==> config.mk <==
export PLATFORM = sky130hd
export DESIGN_NAME = page_xlate
export DESIGN_NICKNAME = d
export VERILOG_FILES = /design/src/rtl/pgx_pkg.sv /design/src/rtl/pgx_table.sv /design/src/rtl/pgx_lru.sv /design/src/rtl/page_xlate.sv
export SDC_FILE = /design/constraint.sdc
export NUM_CORES = 1
export LEC_CHECK = 0
export BUFFER_PORTS_ARGS = -buffer_cell sky130_fd_sc_hd__buf_2
export CORE_ASPECT_RATIO = 1.2
export CORE_UTILIZATION = 50
export DETAILED_ROUTE_END_ITERATION = 10
export PLACE_DENSITY = 0.66
export SLEW_MARGIN = 0
export SYNTH_ARGS = -nofsm -noshare
export SYNTH_HDL_FRONTEND = slang
export SYNTH_HIERARCHICAL = 1
export SYNTH_SLANG_ARGS = --single-unit
==> constraint.sdc <==
create_clock -name clk_i -period 4.37 [get_ports clk_i]
set_clock_uncertainty 0.1 [all_clocks]
set_input_delay 1.311 -clock clk_i [delete_from_list [all_inputs] [get_ports clk_i]]
set_output_delay 1.311 -clock clk_i [all_outputs]
set_load 0.01 [all_outputs]
==> src/rtl/pgx_pkg.sv <==
package pgx_pkg;
  localparam int unsigned PAGE_W_D  = 6;
  localparam int unsigned OFFS_W_D  = 12;
  localparam int unsigned FRAME_W_D = 4;

  typedef enum logic [1:0] {
    XL_IDLE  = 2'd0,
    XL_HIT   = 2'd1,
    XL_FAULT = 2'd2
  } xl_res_e;
endpackage

==> src/rtl/pgx_table.sv <==
module pgx_table #(
  parameter int unsigned PAGE_W  = 6,
  parameter int unsigned FRAME_W = 4
) (
  input  logic               clk_i,
  input  logic               rst_ni,
  input  logic               wr_en_i,
  input  logic [PAGE_W-1:0]  wr_page_i,
  input  logic               wr_avail_i,
  input  logic [FRAME_W-1:0] wr_frame_i,
  input  logic [PAGE_W-1:0]  rd_page_i,
  output logic               rd_avail_o,
  output logic [FRAME_W-1:0] rd_frame_o
);
  localparam int unsigned NPAGES = 1 << PAGE_W;

  logic [NPAGES-1:0] avail_q;
  logic [FRAME_W-1:0] frame_q [NPAGES];

  always_ff @(posedge clk_i or negedge rst_ni) begin
    if (!rst_ni) begin
      avail_q <= '0;
      for (int i = 0; i < int'(NPAGES); i++) frame_q[i] <= '0;
    end else if (wr_en_i) begin
      avail_q[wr_page_i] <= wr_avail_i;
      frame_q[wr_page_i] <= wr_frame_i;
    end
  end

  // combinational read sees pre-write contents
  assign rd_avail_o = avail_q[rd_page_i];
  assign rd_frame_o = frame_q[rd_page_i];
endmodule

==> src/rtl/pgx_lru.sv <==
module pgx_lru #(
  parameter int unsigned FRAME_W = 4
) (
  input  logic               clk_i,
  input  logic               rst_ni,
  input  logic               touch_i,
  input  logic [FRAME_W-1:0] touch_frame_i,
  output logic [FRAME_W-1:0] victim_o
);
  localparam int unsigned NFR = 1 << FRAME_W;

  // ord_q[0] oldest, ord_q[NFR-1] newest
  logic [FRAME_W-1:0] ord_q [NFR];
  logic [FRAME_W-1:0] ord_d [NFR];
  logic [NFR-1:0]     hit;
  logic [NFR-1:0]     shift;

  for (genvar g = 0; g < int'(NFR); g++) begin : g_pos
    assign hit[g] = (ord_q[g] == touch_frame_i);
    if (g == 0) begin : g_first
      assign shift[g] = hit[g];
    end else begin : g_rest
      assign shift[g] = shift[g-1] | hit[g];
    end
  end

  always_comb begin
    for (int i = 0; i < int'(NFR) - 1; i++)
      ord_d[i] = (touch_i && shift[i]) ? ord_q[i+1] : ord_q[i];
    ord_d[NFR-1] = touch_i ? touch_frame_i : ord_q[NFR-1];
  end

  always_ff @(posedge clk_i or negedge rst_ni) begin
    if (!rst_ni) begin
      for (int i = 0; i < int'(NFR); i++) ord_q[i] <= FRAME_W'(i);
    end else begin
      for (int i = 0; i < int'(NFR); i++) ord_q[i] <= ord_d[i];
    end
  end

  assign victim_o = ord_q[0];
endmodule

==> src/rtl/page_xlate.sv <==
module page_xlate
  import pgx_pkg::*;
#(
  parameter int unsigned PAGE_W  = PAGE_W_D,
  parameter int unsigned OFFS_W  = OFFS_W_D,
  parameter int unsigned FRAME_W = FRAME_W_D,
  localparam int unsigned LA_W   = PAGE_W + OFFS_W,
  localparam int unsigned PA_W   = FRAME_W + OFFS_W
) (
  input  logic               clk_i,
  input  logic               rst_ni,
  input  logic               req_i,
  input  logic [LA_W-1:0]    laddr_i,
  input  logic               wr_i,
  input  logic [PAGE_W-1:0]  wr_page_i,
  input  logic               wr_avail_i,
  input  logic [FRAME_W-1:0] wr_frame_i,
  output logic [PA_W-1:0]    paddr_o,
  output logic               valid_o,
  output logic               fault_o,
  output logic [FRAME_W-1:0] victim_o
);
  logic               ent_avail;
  logic [FRAME_W-1:0] ent_frame;
  logic               hit;
  xl_res_e            res_q;
  logic [PA_W-1:0]    paddr_q;

  pgx_table #(.PAGE_W(PAGE_W), .FRAME_W(FRAME_W)) u_table (
    .clk_i      (clk_i),
    .rst_ni     (rst_ni),
    .wr_en_i    (wr_i),
    .wr_page_i  (wr_page_i),
    .wr_avail_i (wr_avail_i),
    .wr_frame_i (wr_frame_i),
    .rd_page_i  (laddr_i[LA_W-1:OFFS_W]),
    .rd_avail_o (ent_avail),
    .rd_frame_o (ent_frame)
  );

  assign hit = req_i && ent_avail;

  pgx_lru #(.FRAME_W(FRAME_W)) u_lru (
    .clk_i         (clk_i),
    .rst_ni        (rst_ni),
    .touch_i       (hit),
    .touch_frame_i (ent_frame),
    .victim_o      (victim_o)
  );

  always_ff @(posedge clk_i or negedge rst_ni) begin
    if (!rst_ni) begin
      res_q   <= XL_IDLE;
      paddr_q <= '0;
    end else if (!req_i) begin
      res_q   <= XL_IDLE;
      paddr_q <= '0;
    end else if (ent_avail) begin
      res_q   <= XL_HIT;
      paddr_q <= {ent_frame, laddr_i[OFFS_W-1:0]};
    end else begin
      res_q   <= XL_FAULT;
      paddr_q <= '0;
    end
  end

  assign paddr_o = paddr_q;
  assign valid_o = (res_q == XL_HIT);
  assign fault_o = (res_q == XL_FAULT);
endmodule

After elaboration in Yosys (flattened, before gate mapping). Cells that the tools add are included.

Flip-flop bits (word level): 402. Word-level logic and storage cells: 155.

Order comparisons: 6. Equality and inequality tests: 17. Multiplexer cells: 15. Bitwise logic cells: 16. Reduce and logical (&&, ||, !) cells: 18.

Operator list (count): 256-bit bitwise mux (1); 64-bit bitwise mux (1); 4-bit equality test (15); 16-bit 2-to-1 mux (2); 4-bit binary-select mux with 6-bit select (1); 4-bit demux with 6-bit select (1); 1-bit logical AND (18); 7-bit greater-or-equal comparator (second input constant) (2); 6-bit by 7-bit less-than comparator with 1-bit output (second input constant) (2); 6-bit inverter with 7-bit output (2); 1-bit OR (14); 4-bit 2-to-1 mux (3); 7-bit by 1-bit less-than comparator with 1-bit output (second input constant) (1); 1-bit binary-select mux with 6-bit select (1); 1-bit demux with 6-bit select (1); 6-bit by 1-bit greater-or-equal comparator with 1-bit output (second input constant) (1); 2-bit 2-to-1 mux (2); 2-bit by 1-bit equality test with 1-bit output (second input constant) (1); 2-bit equality test (second input constant) (1); 1-bit 2-to-1 mux (2).

Depth between registers and ports, before layout.
Word-level depth: 20. Depth in mapped cells: 16. Gate-level depth less buffers: 12.

By module. Netlist, hierarchy kept.

By module, submodules not included: pgx_table (times used 1, cells an instance 979, area an instance 14834.2 µm², seq. area each 8007.7 µm²); pgx_lru (times used 1, cells an instance 251, area an instance 3284.4 µm², seq. area each 1641.6 µm²); page_xlate (times used 1, cells an instance 40, area an instance 611.8 µm², seq. area each 450.4 µm²).

Least setup slack after synthesis. OpenSTA, ideal clock, no wires.

Kind: input port to flip-flop. Start point: input port laddr_i[12]. End point: register u_lru/ord_q[18] (netlist bit). Setup time: 125 ps. Data arrival time: 4605 ps. Path slack: -460 ps. Stages on the path: 13. Cells stage by stage: buf_6 -> buf_2 -> mux4_2 -> a211oi_1 -> nor3_1 -> a22o_1 -> buf_4 -> xor2_1 -> nor4_1 -> or4_4 -> o31ai_4 -> and2_1 -> mux2_2.

Cells in the longest elaborated chain, start to end: 17.

RTL lines: start: declaration (line page_xlate.sv:13) `input logic [LA_W-1:0] laddr_i,`; 6-bit inverter with 7-bit output (not written as such) (*) (line pgx_table.sv:32) `assign rd_frame_o = frame_q[rd_page_i];`; 4-bit binary-select mux with 6-bit select (*) (line pgx_table.sv:32); 4-bit 2-to-1 mux (not written as such) (*) (2 in a row) (line pgx_table.sv:32); via ent_frame[2] (line page_xlate.sv:24) `logic [FRAME_W-1:0] ent_frame;`; 4-bit equality test (line pgx_lru.sv:19) `assign hit[g] = (ord_q[g] == touch_frame_i);`; 1-bit OR (10 in a row) (line pgx_lru.sv:23) `assign shift[g] = shift[g-1] | hit[g];`; 1-bit OR (*) (line pgx_lru.sv:23); 1-bit logical AND (*) (line pgx_lru.sv:29) `ord_d[i] = (touch_i && shift[i]) ? ord_q[i+1] : ord_q[i];`; end: declaration (line pgx_lru.sv:13) `logic [FRAME_W-1:0] ord_q [NFR];`.

The timed path passes the listed nets; every way through them passes the cells marked *. The select of a mux whose other input is x is not followed. A chain may end at the register's enable or synchronous reset.

Worst setup path after layout.
Start point: input port laddr_i[13]. End point: register u_lru/ord_q[12] (netlist bit).

Cells in the longest elaborated chain, start to end: 18.

RTL lines (line): 6-bit inverter with 7-bit output (not written as such) (*) (pgx_table.sv:32); 4-bit binary-select mux with 6-bit select (*) (pgx_table.sv:32); 4-bit 2-to-1 mux (not written as such) (*) (2 in a row) (pgx_table.sv:32); via ent_frame[2] (page_xlate.sv:24); 4-bit equality test (pgx_lru.sv:19); 1-bit OR (11 in a row) (pgx_lru.sv:23); 1-bit OR (*) (pgx_lru.sv:23); 1-bit logical AND (*) (pgx_lru.sv:29).

Marked as above.

==> reports/qor_table.md <==
| Item | Reported |
|:---|:---|
| Drt pass-1 iters | 4 |
| Max-capacitance violation count | 0 |
| Proportion of synthesized flip-flops having asynchronous set or reset | 100% |
| Count of nets after finishing | 1429 |
| Area overhead of the layout relative to synthesis | 18.7% |
| Category of the worst setup path launch point | input port |
| Width of the die | 179 microns |
| Post-Place Cells | 1797 |
| Layout cells sized above 1 | 56.7% |
| Sequential share of the synthesized area | 53.9% |
| Number of clock buffers inserted by TritonCTS | 43 |
| Cell count after synthesis | 1270 |
| Number of antenna violations at the first check in global routing | 0 |
| Run status | complete, but fails checks |
| Total power divided by cell area | 469 nW/um^2 |
| Worst-Skew Late Latency | 0.55 ns |
| Unrepaired setup endpoints after global routing | yes |
| Total design power | 0.0104 W |
| Number of endpoints failing setup at the final stage | 4 |
| Switching power share of the total | 25.4% |
| Clock power share | 36.7% |
| Overall global routing resource usage | 24.2% |
| Cell variety after synth | 59 |
| Fraction of the cycle the final worst path needs | 100% |
| Largest vdd supply drop | 0.349 mV |
| Pin slew with the least headroom to its limit | 1.22 ns |
| Worst hold path stage count | 1 |
| Critical Setup Path Class | in2reg |
| Standard-cell row count | 77 |
| Final Max Slew Viols | 0 |
| Number of enable-type register cells in the synthesized netlist | 0 |
| Via count | 11100 |
| Part of the power in combinational logic | 17.6% |
| Die footprint | 38200 sq um |
| DRC | 0 |
| Tightest Hold Check Type | reg2reg |
| Number of cells on the worst reg-to-reg path | 12 |
| DIE HEIGHT | 214 microns |
| Ordered list of cells on the worst path | buf_4 > buf_12 > mux4_2 > o221ai_4 > a21oi_2 > a22o_1 > buf_12 > xor2_2 > nor4_2 > or4_4 > o31ai_4 > buf_6 > nand2_4 > mux2_4 |
| Post-Route Hold Slack | 0.387 ns |
| Kind of end point of the critical path | flip-flop |
| Per-cell via count in the routed design | 5.85 |
| Total of fill cells in the finished design | 2882 |
| Core footprint | 36900 sq um |
| 1st-iter DRT viols | 645 |
| Failing checks | setup timing |
| Final routed wirelength across all metal layers | 44100 microns |
| Most frequently used cell type in the post-synthesis netlist | mux2_2 |
| Reported leakage power | 10.3 nW |
| Buffers on Ports | 54 |
| Buffer type at the clock tree root | clkbuf_16 |
| Count of boundary I/O pins | 55 |
| Part of the power in registers | 45.7% |
| Cell taking the most area after synthesis | dfrtp_1 |
| Net switching power | 0.00265 W |
| Crit path time final | 4.38 ns |
| Post-route antenna net violation count | 0 |
| Worst-case setup margin in the final layout | -0.00807 ns |
| Post-Syn Area | 18700 sq um |
| CP Max Fanout | 10 |
| Cell with the most instances on the worst path | buf_12 |
| H-tree depth | 2 |
| Average size of a mapped cell | 14.7 sq um |
| Total placed instance area | 20000 sq um |
| Placer Congestion | 0.846 |
| Clock transition at the registers of the reported paths | 0.06 ns |
| Fraction of post-synthesis cell area in the top cell type by area | 49.4% |
| Total nets after synthesis | 1303 |
| WP data required | 4.69 ns |
| Final hold viol count | 0 |
| Number of hold buffers added after CTS | 0 |
| GR Overflow Total | 0 |
| Average wire per standard cell | 23.2 microns |
| Via count of the first global-routing pass | 12100 |
| Number of buffers on the longest clock path | 3 |
| Largest cells by area after synthesis | dfrtp_1 (49%), mux2_2 (23%), mux4_2 (9.6%) |
| Max Freq | 0.228 GHz |
| Final instance count without filler cells | 1904 |
| First-pass GRT wire length | 71200 microns |
| Primary flip-flop cell chosen by synthesis mapping | dfrtp_1 |
| Placed wire-length estimate after detailed placement | 29200 microns |
| Int Pwr | 0.00778 W |
| Sink count of the clock tree | 402 |
| Synthesis Warnings | 6 |
| Largest stage delay on the critical path | 0.56 ns |
| Most numerous cell types in the synthesized netlist | mux2_2 (382), dfrtp_1 (370), mux4_2 (80) |
| Data arrival time at the worst-slack endpoint | 4.70 ns |
| Initial core utilization | 50.8% |
| Post-route design area | 22200 sq um |
| Worst slew margin | 18.7% |
| TritonCTS clock tree | built |
| Library cell contributing the largest single delay on the critical path | or4_4 |
| Number of register bits inferred by synthesis | 402 |
| Pin count of the biggest net entering global routing | 89 |
==> cells by family after synthesis <==
logic type             share of synthesized area (%)
flip-flops                                      53.9
multiplexers                                    33.3
buffers and inverters                           2.55
AO/OA/AOI/OAI                                   2.30
XOR/XNOR                                        2.62
AND/OR/NAND/NOR                                 5.27
==> path summary, 6_finish.rpt <==
kind	to	start	slack (ns)
max reg2reg	u_lru/ord_q[12]	u_table/frame_q[102]	0.74
min	u_table/frame_q[19]	u_table/frame_q[19]	0.39
min reg2reg	u_table/frame_q[19]	u_table/frame_q[19]	0.39
max in group asynchronous	u_table/avail_q[43]	rst_ni	2.59
min in group asynchronous	u_lru/ord_q[30]	rst_ni	0.67
max	u_lru/ord_q[12]	laddr_i[13]	-0.008
==> state kept, by name (all words and copies together), names as in the netlist <==
name,cells
u_lru/ord_q,60
u_table/avail_q,64
res_q,2
u_lru/victim_o,4
u_table/frame_q,256
paddr_o,16
==> stage by stage <==
step / TNS (ns) / util, % / worst slack [ns]
2_1_floorplan: -8.07 / - / -0.383
3_3_place_gp: -37.04 / 54.2 / -0.877
3_5_place_dp: -37.25 / 54.2 / -0.867
4_1_cts: 0 / 59.1 / 0.000509
5_1_grt: -1.69 / 60.2 / -0.114
6_report: -0.0216 / 60.3 / -0.00807
==> cells in the final DEF (no fill, tap or decap), types with 11 or more instances in the layout <==
| cell type | instances |
|---|---|
| mux2_2 | 367 |
| nand2_1 | 47 |
| dfrtp_1 | 370 |
| dfstp_2 | 32 |
| and3_1 | 11 |
| mux4_2 | 80 |
| xnor2_1 | 24 |
| mux2_4 | 15 |
| buf_12 | 19 |
| buf_2 | 51 |
| nor2_1 | 35 |
| buf_4 | 82 |
| xor2_1 | 27 |
| clkbuf_16 | 44 |
==> power groups by stage <==
stage                     sequential [W]  combinational (W)  clock, W
after floorplan                  0.00466            0.00124         0
after global placement           0.00479            0.00164         0
after detailed placement         0.00481            0.00167         0
final                            0.00476            0.00183   0.00383
after global routing             0.00484            0.00198   0.00407
after CTS                        0.00475            0.00174   0.00392
==> metal layers <==
| layer | up-vias | global-route usage, % | routed length (microns) |
|---|---|---|---|
| li1 | 4921 | - | - |
| met1 | 5914 | 32.6 | 18600 |
| met2 | 228 | 40.3 | 22500 |
| met3 | 74 | 3.67 | 1910 |
| met4 | 0 | 7.54 | 1080 |
| met5 | - | 0 | 0 |
==> worst max-delay path, delay by kind of cell <==
kind | cells | cell delay, ns
compound gates | 4 | 1.01
mux | 2 | 0.85
simple gates | 3 | 0.70
buf+inv | 4 | 0.66
xor+xnor | 1 | 0.15
==> repair_timing <==
item / in CTS / in global routing
gates resized for setup: 34 / 54
buffers inserted: 9 / 16
endpoints found under the setup margin: 36 / 38
pin swaps: 9 / 20
cloned: 3 / 0
endpoints found under the hold margin: 0 / 0
==> area by class of cell <==
| cell class | instances | area [sq um] | share of cell area (%) |
|---|---|---|---|
| Clock buffer | 61 | 1240 | 5.60 |
| Clock inverter | 16 | 245 | 1.10 |
| Multi-Input combinational cell | 780 | 8530 | 38.4 |
| Inverter | 2 | 7.51 | 0.0338 |
| Sequential cell | 402 | 10100 | 45.4 |
| Timing Repair Buffer | 167 | 1510 | 6.77 |
| Tap cell | 474 | 593 | 2.67 |
| Antenna cell | 2 | 5.00 | 0.0225 |
No activity file was read; power rests on OpenSTA's default activity.
